<file path="config.mk">
export PLATFORM = sky130hd
export DESIGN_NAME = bg_fetch_pipe
export DESIGN_NICKNAME = d
export VERILOG_FILES = /design/src/rtl/bg_fetch_pkg.sv /design/src/rtl/bg_dot_sched.sv /design/src/rtl/bg_addr_gen.sv /design/src/rtl/bg_tile_shift.sv /design/src/rtl/bg_fetch_pipe.sv
export SDC_FILE = /design/constraint.sdc
export NUM_CORES = 1
export LEC_CHECK = 0
export ABC_AREA = 1
export BUFFER_PORTS_ARGS = -buffer_cell sky130_fd_sc_hd__buf_4
export CAP_MARGIN = 40
export CORE_ASPECT_RATIO = 1.1
export CORE_MARGIN = 5
export CORE_UTILIZATION = 45
export DETAILED_ROUTE_END_ITERATION = 16
export GPL_TIMING_DRIVEN = 0
export PLACE_DENSITY = 0.66
export SYNTH_ARGS = -nofsm -noshare
export SYNTH_HDL_FRONTEND = slang
export SYNTH_SLANG_ARGS = --single-unit
</file>
<file path="constraint.sdc">
create_clock -name clk -period 3.55 [get_ports clk]
set_input_delay 0.1775 -clock clk [delete_from_list [all_inputs] [get_ports clk]]
set_output_delay 0.1775 -clock clk [all_outputs]
set_load 0.01 [all_outputs]
</file>
<file path="src/rtl/bg_fetch_pkg.sv">
// Shared types and address arithmetic for the background fetch pipeline.
// Assumes the 15-bit scroll layout {fine Y[2:0], nametable[1:0], coarse Y[4:0], coarse X[4:0]}.
package bg_fetch_pkg;

    localparam int SCROLL_W = 15;
    localparam int ADDR_W   = 16;

    // Per-dot operation decoded from the dot phase
    typedef enum logic [3:0] {
        OP_IDLE   = 4'd0,
        OP_REQ_NT = 4'd1,
        OP_CAP_NT = 4'd2,
        OP_REQ_AT = 4'd3,
        OP_CAP_AT = 4'd4,
        OP_REQ_LO = 4'd5,
        OP_CAP_LO = 4'd6,
        OP_REQ_HI = 4'd7,
        OP_LOAD   = 4'd8
    } fetch_op_e;

    // Tile-index address for a scroll value
    function automatic logic [ADDR_W-1:0] tile_index_addr(input logic [SCROLL_W-1:0] v);
        return 16'h2000 | {4'h0, v[11:0]};
    endfunction

    // Attribute byte address for a scroll value
    function automatic logic [ADDR_W-1:0] attr_byte_addr(input logic [SCROLL_W-1:0] v);
        return 16'h23C0 | {4'h0, v[11:10], 10'h000} | {10'h000, v[9:7], v[4:2]};
    endfunction

    // Bit offset of the 2-bit palette inside the attribute byte
    function automatic logic [2:0] attr_shift(input logic [SCROLL_W-1:0] v);
        return {v[6], v[1], 1'b0};
    endfunction

endpackage

</file>
<file path="src/rtl/bg_dot_sched.sv">
// Dot scheduler: decodes dot and scanline into the fetch window, the
// per-dot fetch operation and the visible-pixel window.
// Assumes dot and line come from an external raster counter.
module bg_dot_sched
    import bg_fetch_pkg::*;
#(
    parameter int DOT_W         = 9,
    parameter int LINE_W        = 9,
    parameter int VIS_DOTS      = 256,
    parameter int PREF_FIRST    = 321,
    parameter int PREF_LAST     = 336,
    parameter int LAST_VIS_LINE = 239,
    parameter int PRE_LINE      = 261,
    parameter int LEFT_COLS     = 8
) (
    input  logic              rst_n,
    input  logic [DOT_W-1:0]  dot,
    input  logic [LINE_W-1:0] line,
    output logic              active,
    output fetch_op_e         op,
    output logic              vis_dot,
    output logic              left_col,
    output logic              row_end
);

    localparam logic [DOT_W-1:0]  D_VIS  = DOT_W'(VIS_DOTS);
    localparam logic [DOT_W-1:0]  D_PF0  = DOT_W'(PREF_FIRST);
    localparam logic [DOT_W-1:0]  D_PF1  = DOT_W'(PREF_LAST);
    localparam logic [DOT_W-1:0]  D_LEFT = DOT_W'(LEFT_COLS);
    localparam logic [LINE_W-1:0] L_VIS  = LINE_W'(LAST_VIS_LINE);
    localparam logic [LINE_W-1:0] L_PRE  = LINE_W'(PRE_LINE);

    logic vis_line;
    logic draw_dots;
    logic fetch_dots;

    // Window decode for lines and dots
    always_comb begin
        vis_line   = (line <= L_VIS);
        draw_dots  = (dot >= DOT_W'(1)) && (dot <= D_VIS);
        fetch_dots = draw_dots || ((dot >= D_PF0) && (dot <= D_PF1));
        active     = rst_n && (vis_line || (line == L_PRE)) && fetch_dots;
        vis_dot    = rst_n && vis_line && draw_dots;
        left_col   = (dot <= D_LEFT);
        row_end    = (dot == D_VIS);
    end

    // Phase-to-operation decode, idle outside the window
    always_comb begin
        op = OP_IDLE;
        if (active) begin
            case (dot[2:0])
                3'd1:    op = OP_REQ_NT;
                3'd2:    op = OP_CAP_NT;
                3'd3:    op = OP_REQ_AT;
                3'd4:    op = OP_CAP_AT;
                3'd5:    op = OP_REQ_LO;
                3'd6:    op = OP_CAP_LO;
                3'd7:    op = OP_REQ_HI;
                default: op = OP_LOAD;
            endcase
        end
    end

endmodule

</file>
<file path="src/rtl/bg_addr_gen.sv">
// Address generator: forms the read strobe and address for the four reads
// of each tile. Assumes the scroll address is stable across a tile group.
module bg_addr_gen
    import bg_fetch_pkg::*;
#(
    parameter int AW = ADDR_W,
    parameter int VW = SCROLL_W
) (
    input  fetch_op_e      op,
    input  logic [VW-1:0]  scroll_v,
    input  logic [AW-1:0]  pat_base,
    input  logic [7:0]     tile_idx,
    output logic           rd_req,
    output logic [AW-1:0]  rd_addr
);

    logic [AW-1:0] plane_addr;

    // Pattern row address of the low plane
    always_comb begin
        plane_addr = pat_base + AW'({tile_idx, 4'h0}) + AW'(scroll_v[14:12]);
    end

    // Strobe and address mux per operation
    always_comb begin
        rd_req  = 1'b1;
        rd_addr = '0;
        case (op)
            OP_REQ_NT: rd_addr = AW'(tile_index_addr(scroll_v));
            OP_REQ_AT: rd_addr = AW'(attr_byte_addr(scroll_v));
            OP_REQ_LO: rd_addr = plane_addr;
            OP_REQ_HI: rd_addr = plane_addr + AW'(8);
            default:   rd_req  = 1'b0;
        endcase
    end

endmodule

</file>
<file path="src/rtl/bg_tile_shift.sv">
// Tile shifter: captures returned bytes, builds eight pixel nibbles per tile,
// shifts the 64-bit tile register and selects the fine-scrolled nibble.
// Assumes read data is valid on the dot after its request.
module bg_tile_shift
    import bg_fetch_pkg::*;
#(
    parameter int VW       = SCROLL_W,
    parameter int TILE_PIX = 8,
    parameter int NIB_W    = 4
) (
    input  logic                          clk,
    input  logic                          rst_n,
    input  logic                          active,
    input  fetch_op_e                     op,
    input  logic [7:0]                    rd_data,
    input  logic [VW-1:0]                 scroll_v,
    input  logic [$clog2(TILE_PIX)-1:0]   fine_x,
    output logic [7:0]                    tile_idx,
    output logic [NIB_W-1:0]              pix_raw
);

    localparam int HALF_W = TILE_PIX * NIB_W;
    localparam int TILE_W = 2 * HALF_W;

    logic [1:0]        pal_q;
    logic [7:0]        lo_q;
    logic [7:0]        hi_now;
    logic [HALF_W-1:0] load_word;
    logic [TILE_W-1:0] tile_q;
    logic [7:0]        attr_sh;

    assign hi_now  = rd_data;
    assign attr_sh = rd_data >> attr_shift(scroll_v);

    // Capture tile index, palette and low plane on their return dots
    always_ff @(posedge clk) begin
        if (!rst_n) begin
            tile_idx <= '0;
            pal_q    <= '0;
            lo_q     <= '0;
        end else begin
            if (op == OP_CAP_NT) tile_idx <= rd_data;
            if (op == OP_CAP_AT) pal_q    <= attr_sh[1:0];
            if (op == OP_CAP_LO) lo_q     <= rd_data;
        end
    end

    // One nibble per pixel slot: slot j holds plane bit j, leftmost in the top slot
    for (genvar j = 0; j < TILE_PIX; j++) begin : g_slot
        assign load_word[j*NIB_W +: NIB_W] = {pal_q, hi_now[j], lo_q[j]};
    end

    // Shift every fetch dot, merge a new tile into the low half on load
    always_ff @(posedge clk) begin
        if (!rst_n) begin
            tile_q <= '0;
        end else if (active) begin
            if (op == OP_LOAD)
                tile_q <= (tile_q << NIB_W) | {{HALF_W{1'b0}}, load_word};
            else
                tile_q <= tile_q << NIB_W;
        end
    end

    // Fine scroll selects a nibble of the upper half
    always_comb begin
        pix_raw = tile_q[(TILE_W - 1 - int'(fine_x) * NIB_W) -: NIB_W];
    end

endmodule

</file>
<file path="src/rtl/bg_fetch_pipe.sv">
// Background tile fetch pipeline top: schedules the eight-dot fetch cadence,
// issues reads, signals scroll steps and outputs one blanked pixel per dot.
// Assumes an external raster counter and external scroll-step logic.
module bg_fetch_pipe
    import bg_fetch_pkg::*;
#(
    parameter int DOT_W         = 9,
    parameter int LINE_W        = 9,
    parameter int AW            = ADDR_W,
    parameter int VW            = SCROLL_W,
    parameter int TILE_PIX      = 8,
    parameter int NIB_W         = 4,
    parameter int VIS_DOTS      = 256,
    parameter int PREF_FIRST    = 321,
    parameter int PREF_LAST     = 336,
    parameter int LAST_VIS_LINE = 239,
    parameter int PRE_LINE      = 261
) (
    input  logic                        clk,
    input  logic                        rst_n,
    input  logic [DOT_W-1:0]            dot,
    input  logic [LINE_W-1:0]           line,
    input  logic [VW-1:0]               scroll_v,
    input  logic [$clog2(TILE_PIX)-1:0] fine_x,
    input  logic [AW-1:0]               pat_base,
    input  logic                        show_bg,
    input  logic                        show_left,
    input  logic [7:0]                  rd_data,
    output logic                        rd_req,
    output logic [AW-1:0]               rd_addr,
    output logic                        inc_x,
    output logic                        inc_y,
    output logic [NIB_W-1:0]            pixel
);

    fetch_op_e        op;
    logic             active;
    logic             vis_dot;
    logic             left_col;
    logic             row_end;
    logic [7:0]       tile_idx;
    logic [NIB_W-1:0] pix_raw;

    bg_dot_sched #(
        .DOT_W(DOT_W), .LINE_W(LINE_W), .VIS_DOTS(VIS_DOTS),
        .PREF_FIRST(PREF_FIRST), .PREF_LAST(PREF_LAST),
        .LAST_VIS_LINE(LAST_VIS_LINE), .PRE_LINE(PRE_LINE), .LEFT_COLS(TILE_PIX)
    ) u_sched (
        .rst_n(rst_n), .dot(dot), .line(line), .active(active), .op(op),
        .vis_dot(vis_dot), .left_col(left_col), .row_end(row_end)
    );

    bg_addr_gen #(.AW(AW), .VW(VW)) u_addr (
        .op(op), .scroll_v(scroll_v), .pat_base(pat_base), .tile_idx(tile_idx),
        .rd_req(rd_req), .rd_addr(rd_addr)
    );

    bg_tile_shift #(.VW(VW), .TILE_PIX(TILE_PIX), .NIB_W(NIB_W)) u_shift (
        .clk(clk), .rst_n(rst_n), .active(active), .op(op), .rd_data(rd_data),
        .scroll_v(scroll_v), .fine_x(fine_x), .tile_idx(tile_idx), .pix_raw(pix_raw)
    );

    // Scroll step requests at the end of each tile
    always_comb begin
        inc_y = (op == OP_LOAD) && row_end;
        inc_x = (op == OP_LOAD) && !row_end;
    end

    // Display enables and visible window gate the pixel
    always_comb begin
        if (vis_dot && show_bg && !(left_col && !show_left))
            pixel = pix_raw;
        else
            pixel = '0;
    end

endmodule

</file>
==> results of run 1 <==
==> routing by layer <==
layer	wire length [um]	global-route usage, %
met2	6860	36.4
met1	7030	30.8
met3	815	3.79
met5	0	0
met4	135	4.16
==> through the flow <==
step           hold WS [ns]  total power, uW  worst slack (ns)  cell area (um^2)
2_1_floorplan         0.320             1170              1.30              5030
3_3_place_gp          0.437             1310             0.778              5840
3_5_place_dp          0.441             1320             0.758              5850
4_1_cts               0.113             2220             0.618              6140
5_1_grt               0.121             2310             0.287              6140
6_report              0.118             2210             0.597              6140
==> layout make-up <==
type	count	area, um^2	area share, %
Buffer	33	140	2.28
Clock buffer	12	236	3.85
Clock inverter	4	51.3	0.836
Inverter	110	413	6.73
Multi-Input combinational cell	589	2840	46.2
Sequential cell	82	1640	26.7
Tap cell	147	184	3.00
Timing Repair Buffer	85	636	10.4
==> flip-flops by register name, summed over array words and instances, names as in the netlist <==
| signal | flops |
|---|---|
| u_shift.pal_q | 2 |
| u_shift.tile_q | 64 |
| u_shift.tile_idx | 8 |
| u_shift.lo_q | 8 |
==> cell usage in the layout, fill, tap and decap left out, types with 2 or more instances in the layout <==
cell type	count
or2_2	2
clkbuf_1	23
clkbuf_16	9
ha_1	12
and2_1	2
dfxtp_1	82
o22ai_1	2
nand2_1	220
buf_4	85
nand3b_1	2
a211oi_1	14
xor2_1	3
o21ai_0	83
o21bai_1	2
inv_2	4
nand3_1	91
nor2_1	55
o21ai_1	2
nand2_2	3
a31oi_1	2
inv_1	106
o211ai_1	3
buf_2	10
nor2_2	3
a21oi_1	60
nand4_1	17
buf_1	2
nor3_1	7
==> final timing paths <==
kind / startpoint / slack, ns / endpoint
worst min register to register: u_shift.tile_q[28] / 0.45 / u_shift.tile_q[32]
worst max register to register: u_shift.pal_q[1] / 2.69 / u_shift.tile_q[23]
worst max-delay path: u_shift.tile_idx[1] / 0.60 / rd_addr[9]
worst min-delay path: rd_data[4] / 0.12 / u_shift.tile_q[17]
==> logic make-up (layout without fill, tap and decap cells) <==
kind of cell | Yosys count | in the layout
adders and majority gates | 13 | 13
buffers and inverters | 143 | 244
AOI/OAI and AO/OA | 168 | 168
xor gates and xnor gates | 3 | 3
and+or+nand+nor | 405 | 405
DFF | 82 | 82
==> report_power, final <==
part | switching [uW] | internal [uW] | total [uW]
combinational | 215 | 130 | 345
clock | 361 | 547 | 908
sequential | 11.1 | 945 | 956
total | 587 | 1620 | 2210
==> worst reg2reg max path, cell delays in order, from the launching register on <==
cell,delay [ns]
dfxtp_1,0.38
nand2_1,0.20
a21oi_1,0.21
==> results.toml, run 1 <==
[timing]
maxSlewViolCount = 0
clock.fmax_ghz = 0.339
hold_viol = 0
worst_slew_pin_slew_ns = 0.704
grt_setup_unrepaired = "no"
fin_crit_sh_pct = 83.2
skew_ns = 0.00516
setup_tns_ns = 0
setup_viol = 0
slew_headroom_pct = 53.0
finalCriticalPeriod_ns = 2.95

[routing]
via_per_inst = 5.23
wl_per_cell_um = 14.0
drt-pass1-iter-count = 7
drc = 0
vias = 5551
finalWirelength_um = 14800
final_antenna_net_count = 0
drt_iter0_markers = 406

[grt]
antenna_found_initial = 0
grt_usage_pct = 22.1
gr-total-overflow = 0
grt_pass1_vias = 5210
grt_max_degree = 14
grt_pass1_wl_um = 24800

[yosys]
synth_edf_count = 0
synth_top_area_share_pct = 32.6
synth_seq_area_share_pct = 32.6
ys_warn_count = 0
ys.flop_type = "dfxtp_1"
synthCells = 814
synth_seq_cells = 82
synth_fa_ha_area_share_pct = 3.38
yosysMostFrequentCell = "nand2_1"
async_reset_ff_share_pct = 0
synth-xor-area-share_pct = 0.522
ys_top_cells_by_count = "nand2_1, inv_1, nand3_1"
synthMuxAreaShare_pct = 0
netlist_area_um2 = 5030
synth.distinct_cells = 32
ys_top_cells_by_area = "dfxtp_1, nand2_1, nand3_1"
syn_nets = 891
synth_compound_area_share_pct = 17.8
postSynthAreaPerCell_um2 = 6.18
synth_top_cell_by_area = "dfxtp_1"
synth-simple-area-share_pct = 34.7
synth_top_family_by_area = "simple AND/OR/NAND/NOR gates"

[floorplanning]
rows = 40
core_um2 = 11000
io_pins = 87
dieArea_um2 = 13400
die_y_um = 121
start_util_pct = 45.9
die_width_um = 111

[cts]
cts_made_buffers = 9
clk_latency_ns = 0.33
clockBufferDepth = 2
hold_buffers = 0
cts-root-buf = "clkbuf_16"
h-tree-depth = 3
cts_resized = 0
cts_tree = "yes"
post_cts_buffers = 0
clk_pin_slew_worst_paths_ns = 0.06
cts_sinks = 82

[placement]
port_buffers = 84
dp_hpwl_um = 11700
dp.cells = 1046
gp_congestion = 0.889

[worst_setup_path]
critical_path_buf_inv_count = 1
cp_top_family = "simple AND/OR/NAND/NOR gates"
worst-path-stages = 13
critical_path_class = "register to output pin"
cp-end-kind = "output pin"
startpoint_type = "register"
worstPathArrival_ns = 2.78
critPathMostFrequentCell = "nand2_1"
max_stage_delay_ns = 0.46
cp_cell_sequence = "ha_1 > nand2_1 > nor2_1 > nand2_1 > nand2_1 > nand2_1 > nand2_1 > nand2_1 > nor3_1 > or2_2 > nand3_1 > nand3_1 > buf_4"
r2r_cells = 2
crit_fanout = 5
cpMaxStageDelayCell = "nor3_1"
cp.required_ns = 3.37

[cells_and_area]
n_fill_cell = 1095
drive_above_1_share_pct = 13.4
layout.nets = 987
finalCoreUtilization_pct = 56.0
instances_no_fill = 1062
antenna_cells = 0
syn_to_final_growth_pct = 22.0

[worst_hold_path]
min_delay_path_depth = 3
hp-class = "primary input to register"

[power]
p_per_area_nw_per_um2 = 360
vdd_drop_max_mv = 0.249
power.leakage_uw = 0.00289

[outcome]
status = "complete, no violations"

[run]
drv_cap = 0
No activity file was read; power rests on OpenSTA's default activity.
==> run 2, diff against run 1 <==
==> constraint.sdc (replaced) <==
create_clock -name clk -period 2.75 [get_ports clk]
set_input_delay 0.1375 -clock clk [delete_from_list [all_inputs] [get_ports clk]]
set_output_delay 0.1375 -clock clk [all_outputs]
set_load 0.01 [all_outputs]
==> run 2 against run 1 <==
Effect of this change: sequential power is 29% higher; sequential cell count stayed put; count of clock-buffer cells in the layout stayed put; first-iteration DRC count is 2.2% higher; global-route usage is 0.11 points higher; total power is 30% higher; critical path depth is 1 higher; die area stayed put; hold slack worse by 0.039 ns; clock power is 29% higher; critical endpoint is now rd_addr[10]; cell count stayed put; routed wire length is 1.7% higher; largest power group unchanged.
==> results.toml, run 2 (synthesis gave the netlist of run 1 again) <==
[outcome]
status = "complete, no violations"

[grt]
grt_max_degree = 14
grt_use_met1_pct = 30.7
gr-total-overflow = 0
grt_pass1_vias = 5251
grt-busiest-layer = "met2"
grt_pass1_wl_um = 24900
grt_usage_pct = 22.2
grt_util_met3_pct = 3.84
grt_use_met2_pct = 36.6
antenna_found_initial = 0

[timing]
slew_headroom_pct = 52.9
fin_crit_sh_pct = 94.2
skew_ns = 0.00458
clock.fmax_ghz = 0.386
hold_viol = 0
grt_setup_unrepaired = "yes"
finalCriticalPeriod_ns = 2.59
maxSlewViolCount = 0
setup_viol = 0
worst_slew_pin_slew_ns = 0.707

[cts]
h-tree-depth = 3
cts_tree = "yes"
cts-root-buf = "clkbuf_16"
hold_buffers = 0
cts_sinks = 82
clockBufferDepth = 2
post_cts_buffers = 0
clk_pin_slew_worst_paths_ns = 0.06
clk_latency_ns = 0.33
cts_made_buffers = 9

[cells_and_area]
reg.largest.list = "u_shift.tile_q x64, u_shift.lo_q x8, u_shift.tile_idx x8"
seqCellArea_um2 = 1640
n_fill_cell = 1081
final_cell_mix = "nand2_1, inv_1, nand3_1"
antenna_cells = 0
instances_no_fill = 1062
largest_reg_flops = 64
multi_input_area_um2 = 3000
top_register = "u_shift.tile_q"
layout_commonest_cell = "nand2_1"
drive_above_1_share_pct = 17.3
layout.nets = 987
syn_to_final_growth_pct = 25.3

[placement]
port_buffers = 84
dp.cells = 1046
dp_hpwl_um = 11700
gp_congestion = 0.889

[routing]
vias = 5585
final_antenna_net_count = 0
finalWirelength_um = 15100
wl_per_cell_um = 14.2
drc = 0
drt-pass1-iter-count = 5
via_per_inst = 5.26
drt_iter0_markers = 415

[floorplanning]
die_width_um = 111
core_um2 = 11000
die_y_um = 121
io_pins = 87
start_util_pct = 45.9
rows = 40
dieArea_um2 = 13400

[worst_setup_path]
startpoint_type = "register"
max_stage_delay_ns = 0.39
crit_fanout = 5
cp-end-kind = "output pin"
cp_cell_sequence = "ha_4 > nand2_1 > nand2_1 > nor2_1 > nand3_1 > nand2_2 > nand3_2 > nor2_2 > nand2_2 > inv_2 > nand2_1 > nand3_1 > nand3_1 > buf_4"
worstPathArrival_ns = 2.45
cpMaxStageDelayCell = "dfxtp_1"
r2r_slack_ns = 1.90
cp.required_ns = 2.61
critical_path_class = "register to output pin"

[power]
power.leakage_uw = 0.00288
p_per_area_nw_per_um2 = 456
power_uw = 2880
vdd_drop_max_mv = 0.318

[run]
drv_cap = 0

[worst_hold_path]
hp-class = "primary input to register"
==> run 2: cell counts in the layout (fill, tap and decap cells not counted) <==
No cell type changed its count.
==> run 2: timing repair <==
action                                  4_1_cts  5_1_grt
gates resized for setup                       6       36
endpoints found under the setup margin        6        9
pin swaps                                     0        2
==> run 2: layout make-up <==
type	instances	share of cell area [%]
plain buffers	33	2.22
clock buffers	12	3.75
clock inverters	4	0.814
inverters	110	6.55
multi-input cells	589	47.6
flip-flops and latches	82	26.1
well taps	147	2.92
repair buffers	85	10.1
==> run 2: power breakdown <==
group / internal, uW / switching (uW)
registers: 1220 / 14.7
clock network: 706 / 462
logic: 179 / 293
==> run 2: stage by stage <==
stage	cell area, um^2	hold slack (ns)	setup slack, ns	utilization, %	setup TNS (ns)
after detailed placement	5850	0.415	0.0377	53.4	0
after CTS	6160	0.0729	0.0292	56.2	0
after global placement	5840	0.411	0.0576	53.3	0
final	6300	0.0789	0.160	57.5	0
after floorplan	5030	0.280	0.579	-	0
after global routing	6300	0.0814	-0.0330	57.5	-0.0330
==> run 2: final timing paths <==
path / startpoint / end / depth (start not counted)
max reg2reg: u_shift.pal_q[1] / u_shift.tile_q[23] / 2
min reg2reg: u_shift.tile_q[28] / u_shift.tile_q[32] / 2
min: rd_data[4] / u_shift.tile_q[17] / 3
max: u_shift.tile_idx[1] / rd_addr[10] / 14
==> run 2: per-layer routing <==
metal,routed length [um],share of wire (%)
met1,7130,47
met2,7110,47
met3,731,4.8
met4,131,0.87
met5,0,0
==> run 2: worst max-delay path: cells and delay by family, from the launching register on <==
| family | cells | cell delay [ns] |
|---|---|---|
| adders and majority gates | 1 | 0.24 |
| buffers and inverters | 2 | 0.23 |
| DFF | 1 | 0.39 |
| and+or+nand+nor | 11 | 1.26 |
